--- src/rtl/note_divider_pkg.sv ---
package note_divider_pkg;

    localparam int SEMI_W   = 11;
    localparam int OCT_W    = 3;
    localparam int SKIP_W   = 2;
    localparam int STAGES   = 6;
    localparam int MAX_EXP  = 6;
    localparam int MAX_SKIP = 2;
    localparam int EXP_W    = OCT_W;
    localparam int PRE_W    = MAX_EXP;
    localparam int DIV_W    = SEMI_W + OCT_W + SKIP_W;

    // Field order matches the byte layout: {skip, octave, pitch}
    typedef struct packed {
        logic [SKIP_W-1:0] skip;
        logic [OCT_W-1:0]  oct;
        logic [SEMI_W-1:0] semi;
    } divisor_t;

    function automatic logic [EXP_W-1:0] eff_exp(input divisor_t d);
        logic [EXP_W-1:0] o;
        logic [EXP_W-1:0] s;
        o = (int'(d.oct) > MAX_EXP) ? EXP_W'(MAX_EXP) : d.oct;
        s = (int'(d.skip) > MAX_SKIP) ? EXP_W'(MAX_SKIP) : EXP_W'(d.skip);
        return (o > s) ? (o - s) : '0;
    endfunction

    function automatic logic [SEMI_W-1:0] eff_count(input divisor_t d);
        return (d.semi <= SEMI_W'(1)) ? SEMI_W'(1) : d.semi;
    endfunction

endpackage

--- src/rtl/divisor_regs.sv ---
module divisor_regs
    import note_divider_pkg::*;
(
    input  logic           clk_i,
    input  logic           rst_i,
    input  logic           wr_lo_i,
    input  logic           wr_hi_i,
    input  logic [7:0]     wr_data_i,
    output divisor_t       pending_o
);
    logic [DIV_W-1:0] word_q;

    always_ff @(posedge clk_i) begin
        if (rst_i) begin
            word_q <= '0;
        end else begin
            if (wr_lo_i) word_q[7:0]       <= wr_data_i;
            if (wr_hi_i) word_q[DIV_W-1:8] <= wr_data_i;
        end
    end

    assign pending_o = divisor_t'(word_q);
endmodule

--- src/rtl/pitch_counter.sv ---
module pitch_counter
    import note_divider_pkg::*;
(
    input  logic              clk_i,
    input  logic              rst_i,
    input  divisor_t          pending_i,
    output logic              pulse_o,
    output divisor_t          active_o,
    output logic [SEMI_W-1:0] count_o
);
    logic [SEMI_W-1:0] cnt_q;
    divisor_t          active_q;

    assign pulse_o = (cnt_q == SEMI_W'(1));

    always_ff @(posedge clk_i) begin
        if (rst_i) begin
            cnt_q    <= SEMI_W'(1);
            active_q <= '0;
        end else if (pulse_o) begin
            cnt_q    <= eff_count(pending_i);
            active_q <= pending_i;
        end else begin
            cnt_q    <= cnt_q - SEMI_W'(1);
        end
    end

    assign active_o = active_q;
    assign count_o  = cnt_q;
endmodule

--- src/rtl/octave_prescale.sv ---
module octave_prescale
    import note_divider_pkg::*;
(
    input  logic             clk_i,
    input  logic             rst_i,
    input  logic             pulse_i,
    input  logic [EXP_W-1:0] exp_i,
    output logic             tick_o
);
    logic [PRE_W-1:0] pre_q;
    logic [PRE_W-1:0] mask;

    assign mask   = PRE_W'((32'd1 << exp_i) - 32'd1);
    assign tick_o = pulse_i && ((pre_q & mask) == mask);

    always_ff @(posedge clk_i) begin
        if (rst_i) begin
            pre_q <= '0;
        end else if (pulse_i) begin
            pre_q <= tick_o ? '0 : pre_q + PRE_W'(1);
        end
    end
endmodule

--- src/rtl/toggle_chain.sv ---
module toggle_chain
    import note_divider_pkg::*;
#(
    parameter int N = STAGES
) (
    input  logic         clk_i,
    input  logic         rst_i,
    input  logic         tick_i,
    output logic [N-1:0] sq_o
);
    logic [N-1:0] t_q;
    logic [N:0]   carry;

    assign carry[0] = tick_i;

    for (genvar j = 0; j < N; j++) begin : g_stage
        assign carry[j+1] = carry[j] & t_q[j];

        always_ff @(posedge clk_i) begin
            if (rst_i)         t_q[j] <= 1'b0;
            else if (carry[j]) t_q[j] <= ~t_q[j];
        end

        // fastest toggle drives the top output index
        assign sq_o[N-1-j] = t_q[j];
    end
endmodule

--- src/rtl/note_divider.sv ---
module note_divider
    import note_divider_pkg::*;
(
    input  logic              clk_i,
    input  logic              rst_i,
    input  logic              wr_lo_i,
    input  logic              wr_hi_i,
    input  logic [7:0]        wr_data_i,
    output logic [STAGES-1:0] sq_o
);
    divisor_t          pending;
    divisor_t          active;
    logic              pulse;
    logic              tick;
    logic [SEMI_W-1:0] count;

    divisor_regs u_regs (
        .clk_i     (clk_i),
        .rst_i     (rst_i),
        .wr_lo_i   (wr_lo_i),
        .wr_hi_i   (wr_hi_i),
        .wr_data_i (wr_data_i),
        .pending_o (pending)
    );

    pitch_counter u_pitch (
        .clk_i     (clk_i),
        .rst_i     (rst_i),
        .pending_i (pending),
        .pulse_o   (pulse),
        .active_o  (active),
        .count_o   (count)
    );

    octave_prescale u_pre (
        .clk_i   (clk_i),
        .rst_i   (rst_i),
        .pulse_i (pulse),
        .exp_i   (eff_exp(active)),
        .tick_o  (tick)
    );

    toggle_chain #(.N(STAGES)) u_chain (
        .clk_i  (clk_i),
        .rst_i  (rst_i),
        .tick_i (tick),
        .sq_o   (sq_o)
    );
endmodule

--- config.mk ---
export PLATFORM = sky130hd
export DESIGN_NAME = note_divider
export DESIGN_NICKNAME = d
export VERILOG_FILES = /design/src/rtl/note_divider_pkg.sv /design/src/rtl/divisor_regs.sv /design/src/rtl/pitch_counter.sv /design/src/rtl/octave_prescale.sv /design/src/rtl/toggle_chain.sv /design/src/rtl/note_divider.sv
export SDC_FILE = /design/constraint.sdc
export NUM_CORES = 1
export LEC_CHECK = 0
export ABC_AREA = 1
export BUFFER_PORTS_ARGS = -buffer_cell sky130_fd_sc_hd__buf_2
export CAP_MARGIN = 25
export CORE_ASPECT_RATIO = 0.9
export CORE_MARGIN = 8
export CORE_UTILIZATION = 38
export DETAILED_ROUTE_END_ITERATION = 10
export PLACE_DENSITY = 0.54
export SETUP_SLACK_MARGIN = 0.2
export SYNTH_ARGS = -nofsm -noshare
export SYNTH_HDL_FRONTEND = slang
export SYNTH_SLANG_ARGS = --single-unit
--- constraint.sdc ---
create_clock -name clk_i -period 8.1 [get_ports clk_i]
set_input_delay 0.405 -clock clk_i [delete_from_list [all_inputs] [get_ports clk_i]]
set_output_delay 0.405 -clock clk_i [all_outputs]
set_load 0.01 [all_outputs]
==> flow_summary.toml, run 1 <==
[clock_network]
cts_tree = "done"
tritoncts_num_sinks = 44
post_cts.repair.setup_buffers = 0
numCtsBuffers = 5
ctsResizeCount = 0
cts_root_buf = "clkbuf_8"
clkTransAtPathRegs_ns = 0.09
cts_max_level = 2
clock_latency_ns = 0.29
holdBufCountCts = 0
cts_buffer_depth = 2

[logic_synthesis]
syn-num-nets = 319
yosys-top-cells-area = "dfxtp_1 (40%), inv_1 (7.8%), o21ai_0 (7.3%)"
synth_ff_type = "dfxtp_1"
synth_area_per_cell_sq_um = 7.34
synth_edf_count = 0
syn-cell-area_sq_um = 2200
yosysSeqAreaShare_pct = 40.0
yosys_warnings = 0
synth_most_common_cell = "inv_1"
postSynthCellCount = 300
ys_types = 36
synth_seq_cells = 44
ys_async_sr_fraction_pct = 0
synth_area_leader_cell = "dfxtp_1"
synth_common_cells = "inv_1 (46), dfxtp_1 (44), nor2_1 (42)"
synth_top_area_share_pct = 40.0

[critical_path]
cp.arrival_ns = 3.15
setup.worst_path.start_class = "register"
critical_path.top_delay_family = "adder cells"
crit_required_ns = 8.30
crit_chain = "inv_2 -> o21ai_0 -> ha_1 -> fa_1 -> inv_1 -> o211ai_2 -> nand2_2 -> ha_1 -> nor2_1 -> nor2_2 -> nand3_2 -> nor2_1 -> nand4_1 -> nor2_1 -> nand4_1 -> nand2_1 -> nor2_1"
slowest_stage = "fa_1"
cp_max_fo = 6
crit_top_cell = "nor2_1"
crit_path_start = "u_pitch.active_o[13]"
crit_buf_inv = 2
worst_setup_path_end_kind = "register"
cp_slowest_stage_delay_ns = 0.50
crit_type = "register to register"
r2r_start = "u_pitch.active_o[13]"

[timing]
slew_headroom_pct = 41.0
slew_viol_final = 0
finalHoldViolCount = 0
worst_pin_slew_ns = 0.884
fin_crit_sh_pct = 36.4
final.min_clock_period_ns = 2.95
fmax_mhz = 339
finalSetupViolations = 0
rsz0062_at_grt = "false"
tns_ns = 0
fin_skew_ns = 0.00425

[pwr]
power_mw = 0.973
power_density_nw_per_um2 = 396
ir_drop_mv = 0.154
power.leakage_nw = 1.14

[finish]
fill_cells = 613
diodes = 0
utilization_pct = 43.7
final_nets = 334
syn2layout_area_growth_pct = 11.5
drive_gt1_share_pct = 14.9

[die]
fp.dieArea_sq_um = 8490
initial_core_util_pct = 39.2
die_w_microns = 96.3
io_pins = 18
coreArea_sq_um = 5630
die_h_microns = 88.2
rows = 26

[detailed_routing]
post_drt_wl_per_cell_microns = 12.0
drcViolationCount = 0
drtIter0Drc = 118
routed-via-count = 1841
drt-pass1-iter-count = 4
final_antenna_net_count = 0
post_drt_via_cell_ratio = 4.77
wl_microns = 4630

[job]
drv_cap = 0

[placed_design]
dp_hpwl_microns = 3500
io_buffer_count = 17
gp_congestion = 0.837

[global_routing]
grt_max_degree = 36
antenna_found_initial = 0
grt_pass1_vias = 1845
grt_pass1_wl_microns = 8220
grt_util_all_layers_pct = 11.9
grt_overflow = 0

[hold_path]
hold_start = "wr_data_i[1]"
hold_path.class = "input pin to register"

[status]
status = "finished, final reports clean"
[cells in the final DEF, fill, tap and decap left out, types with 2 or more instances in the layout]
cell      count
o21ai_0      32
clkbuf_8      5
nor2_2        6
inv_2         2
nand3_1      10
nand2_2       4
inv_1        46
nand2_1      35
nor2_1       42
nand3_2       4
clkinv_1      2
a21oi_1      22
nor4_1        2
buf_2        17
a211oi_1      2
xor2_1        5
nand4_1       6
dfxtp_1      44
nor3_1        4
ha_1          6
[sequential cells by signal (all words and copies together), names as in the netlist]
signal and flops:
u_pitch.count_o 11, u_chain.sq_o 6, u_pre.pre_q 6, u_regs.pending_o 16, u_pitch.active_o 5
[report_power, final]
part / switching, mW / internal (mW) / total [mW]
logic: 0.332 / 0.174 / 0.505
clock network: 0.0793 / 0.0930 / 0.172
registers: 0.0337 / 0.261 / 0.295
total: 0.445 / 0.528 / 0.973
[stage by stage]
stage	setup WS (ns)	instance area, sq um	instances	hold slack, ns
after floorplan	5.36	2200	300	0.429
after global placement	5.22	2340	378	0.452
after detailed placement	5.16	2340	378	0.452
after CTS	5.13	2460	386	0.342
after global routing	4.76	2460	386	0.338
final	5.15	2460	386	0.347
[worst paths after layout]
kind / to / slack [ns] / depth (start not counted)
hold / removal: u_regs.pending_o[9] / 0.35 / 3
setup / recovery: u_chain.sq_o[0] / 5.15 / 17
hold reg to reg: u_regs.pending_o[14] / 0.46 / 2
setup reg to reg: u_chain.sq_o[0] / 5.15 / 17
[routing by layer]
metal | track usage [%] | wire [microns]
met5 | 0 | 0
met4 | 3.35 | 42
met3 | 3.31 | 233
met2 | 18.7 | 1890
met1 | 15.6 | 2470
[worst min-delay path, cell delays in order]
cell and delay, ns:
buf_2 0.09, nor2_1 0.04, nor2_1 0.08
[cells by family after synthesis]
logic type               share of synthesized area [%]
AO/OA/AOI/OAI                                     17.2
XOR/XNOR                                          2.38
adder cells (fa/ha/maj)                           4.32
buffers and inverters                             10.1
flip-flops                                        40.0
AND/OR/NAND/NOR                                   26.1
[cell type report]
class                   instances  area [sq um]  area share (%)
clock buffers                   5          68.8            2.80
clock inverters                 3          46.3            1.88
inverters                      50           188            7.64
multi-input cells             197          1100            44.8
flip-flops and latches         44           881            35.8
well taps                      70          87.6            3.56
repair buffers                 17          85.1            3.46
Note: power is estimated with default switching activity, not from simulation.
==> inputs of run 2 (changes only) <==
--- a/config.mk
+++ b/config.mk
@@ -12,7 +12,7 @@
 export CORE_MARGIN = 8
 export CORE_UTILIZATION = 38
 export DETAILED_ROUTE_END_ITERATION = 10
-export PLACE_DENSITY = 0.54
+export PLACE_DENSITY = 0.56
 export SETUP_SLACK_MARGIN = 0.2
 export SYNTH_ARGS = -nofsm -noshare
 export SYNTH_HDL_FRONTEND = slang
==> constraint.sdc (replaced) <==
create_clock -name clk_i -period 2.7 [get_ports clk_i]
set_input_delay 0.135 -clock clk_i [delete_from_list [all_inputs] [get_ports clk_i]]
set_output_delay 0.135 -clock clk_i [all_outputs]
set_load 0.01 [all_outputs]
==> flow_summary.toml, run 2 (synthesized netlist as in run 1, its figures left out) <==
[global_routing]
antenna_found_initial = 0
grt_pass1_vias = 1824
grt_overflow = 0
grt_pass1_wl_microns = 8030
grt_util_all_layers_pct = 11.8
grt_max_degree = 36

[die]
rows = 26
die_w_microns = 96.3
coreArea_sq_um = 5630
fp.dieArea_sq_um = 8490
initial_core_util_pct = 39.2
io_pins = 18
die_h_microns = 88.2

[critical_path]
cp.arrival_ns = 2.82
cp_max_fo = 5
crit_buf_inv = 4
crit_type = "register to register"
worst_setup_path_end_kind = "register"
crit_required_ns = 2.89
critical_path.top_delay_family = "adder cells"
cp_slowest_stage_delay_ns = 0.51
crit_top_cell = "inv_2"
setup.worst_path.start_class = "register"
slowest_stage = "fa_1"
crit_chain = "inv_2 -> o21ai_2 -> ha_2 -> fa_1 -> inv_2 -> o211ai_2 -> nand2_2 -> ha_4 -> nor2_2 -> nor2_2 -> nand3_2 -> clkinv_2 -> nand3_4 -> nor2_4 -> nand4_4 -> nand2_2 -> inv_2 -> o21a_1"

[placed_design]
gp_congestion = 0.791
post-place-ws_ns = -0.0436
placed_cells = 387
dp_hpwl_microns = 3450
io_buffer_count = 17

[timing]
tns_ns = 0
rsz0062_at_grt = "true"
slew_headroom_pct = 38.5
finalSetupViolations = 0
final.min_clock_period_ns = 2.63
fin_crit_sh_pct = 97.4
slew_viol_final = 0
fin_skew_ns = 0.00871
worst_pin_slew_ns = 0.922
fmax_mhz = 380
setup_slack_ns = 0.0697
finalHoldViolCount = 0

[detailed_routing]
drtIter0Drc = 125
post_drt_via_cell_ratio = 4.79
post_drt_wl_per_cell_microns = 11.7
drt-pass1-iter-count = 4
wl_microns = 4680
routed-via-count = 1921
final_antenna_net_count = 0
drcViolationCount = 0

[finish]
layout_common_cells = "inv_1 (41), dfxtp_1 (41), nor2_1 (40)"
diodes = 0
largest_register_ffs = 16
fill_cells = 573
stdcell_count = 401
syn2layout_area_growth_pct = 17.8
drive_gt1_share_pct = 24.2
final_nets = 350

[clock_network]
holdBufCountCts = 0
clkTransAtPathRegs_ns = 0.09
cts_tree = "done"
cts_buffer_depth = 2
cts_root_buf = "clkbuf_8"
cts_max_level = 2
tritoncts_num_sinks = 44
numCtsBuffers = 5
clock_latency_ns = 0.29

[hold_path]
hold_path.class = "input pin to register"

[pwr]
ir_drop_mv = 0.439
power.leakage_nw = 1.21
power_density_nw_per_um2 = 1230
power_mw = 3.19

[job]
drv_cap = 0

[status]
status = "finished, final reports clean"
run 2: layout make-up:
| cell class | instances | area [sq um] | area share (%) |
|---|---|---|---|
| clock buffers | 5 | 68.8 | 2.65 |
| multi-input cells | 197 | 1140 | 43.9 |
| repair buffers | 33 | 213 | 8.20 |
| well taps | 70 | 87.6 | 3.38 |
| clock inverters | 2 | 12.5 | 0.482 |
| flip-flops and latches | 44 | 885 | 34.1 |
| inverters | 50 | 189 | 7.28 |
run 2: worst min-delay path, stage by stage:
cell and delay, ns:
buf_2 0.08, nor2_1 0.04, nor2_1 0.08
run 2: metal layers:
layer | wire length (microns) | track usage, % | part of all wire (%) | up-vias
met3 | 237 | 3.31 | 5.1 | 6
met5 | 0 | 0 | 0 | -
met1 | 2490 | 15.8 | 53 | 844
li1 | - | - | - | 1036
met4 | 66 | 4.46 | 1.4 | 0
met2 | 1890 | 17.6 | 40 | 35
run 2: worst paths after layout:
check             slack, ns  cells past startpoint                 start                    to
setup / recovery       0.07                     18  u_pitch.active_o[13]       u_chain.sq_o[2]
hold reg to reg        0.46                      2  u_regs.pending_o[14]  u_pitch.active_o[14]
setup reg to reg       0.07                     18  u_pitch.active_o[13]       u_chain.sq_o[2]
hold / removal         0.08                      3          wr_data_i[2]  u_regs.pending_o[10]
run 2: timing repair:
item / in CTS / in global routing
buffers inserted: 6 / 1
cloned: 0 / 0
endpoints found under the setup margin: 11 / 12
pin swaps: 8 / 5
resized for setup: 6 / 10
run 2: report_power, final:
part / switching (mW) / internal (mW) / total, mW
Sequential: 0.0893 / 0.788 / 0.877
Clock: 0.221 / 0.175 / 0.397
Combinational: 1.11 / 0.808 / 1.92
run 2: metrics by stage:
stage               utilization (%)  instance area [sq um]  hold slack (ns)
detailed placement             42.9                   2410            0.386
CTS                            45.5                   2560           0.0752
finish                         46.1                   2590           0.0757
global route                   46.1                   2590           0.0728
global placement               42.9                   2410            0.378
floorplan                         -                   2210            0.204
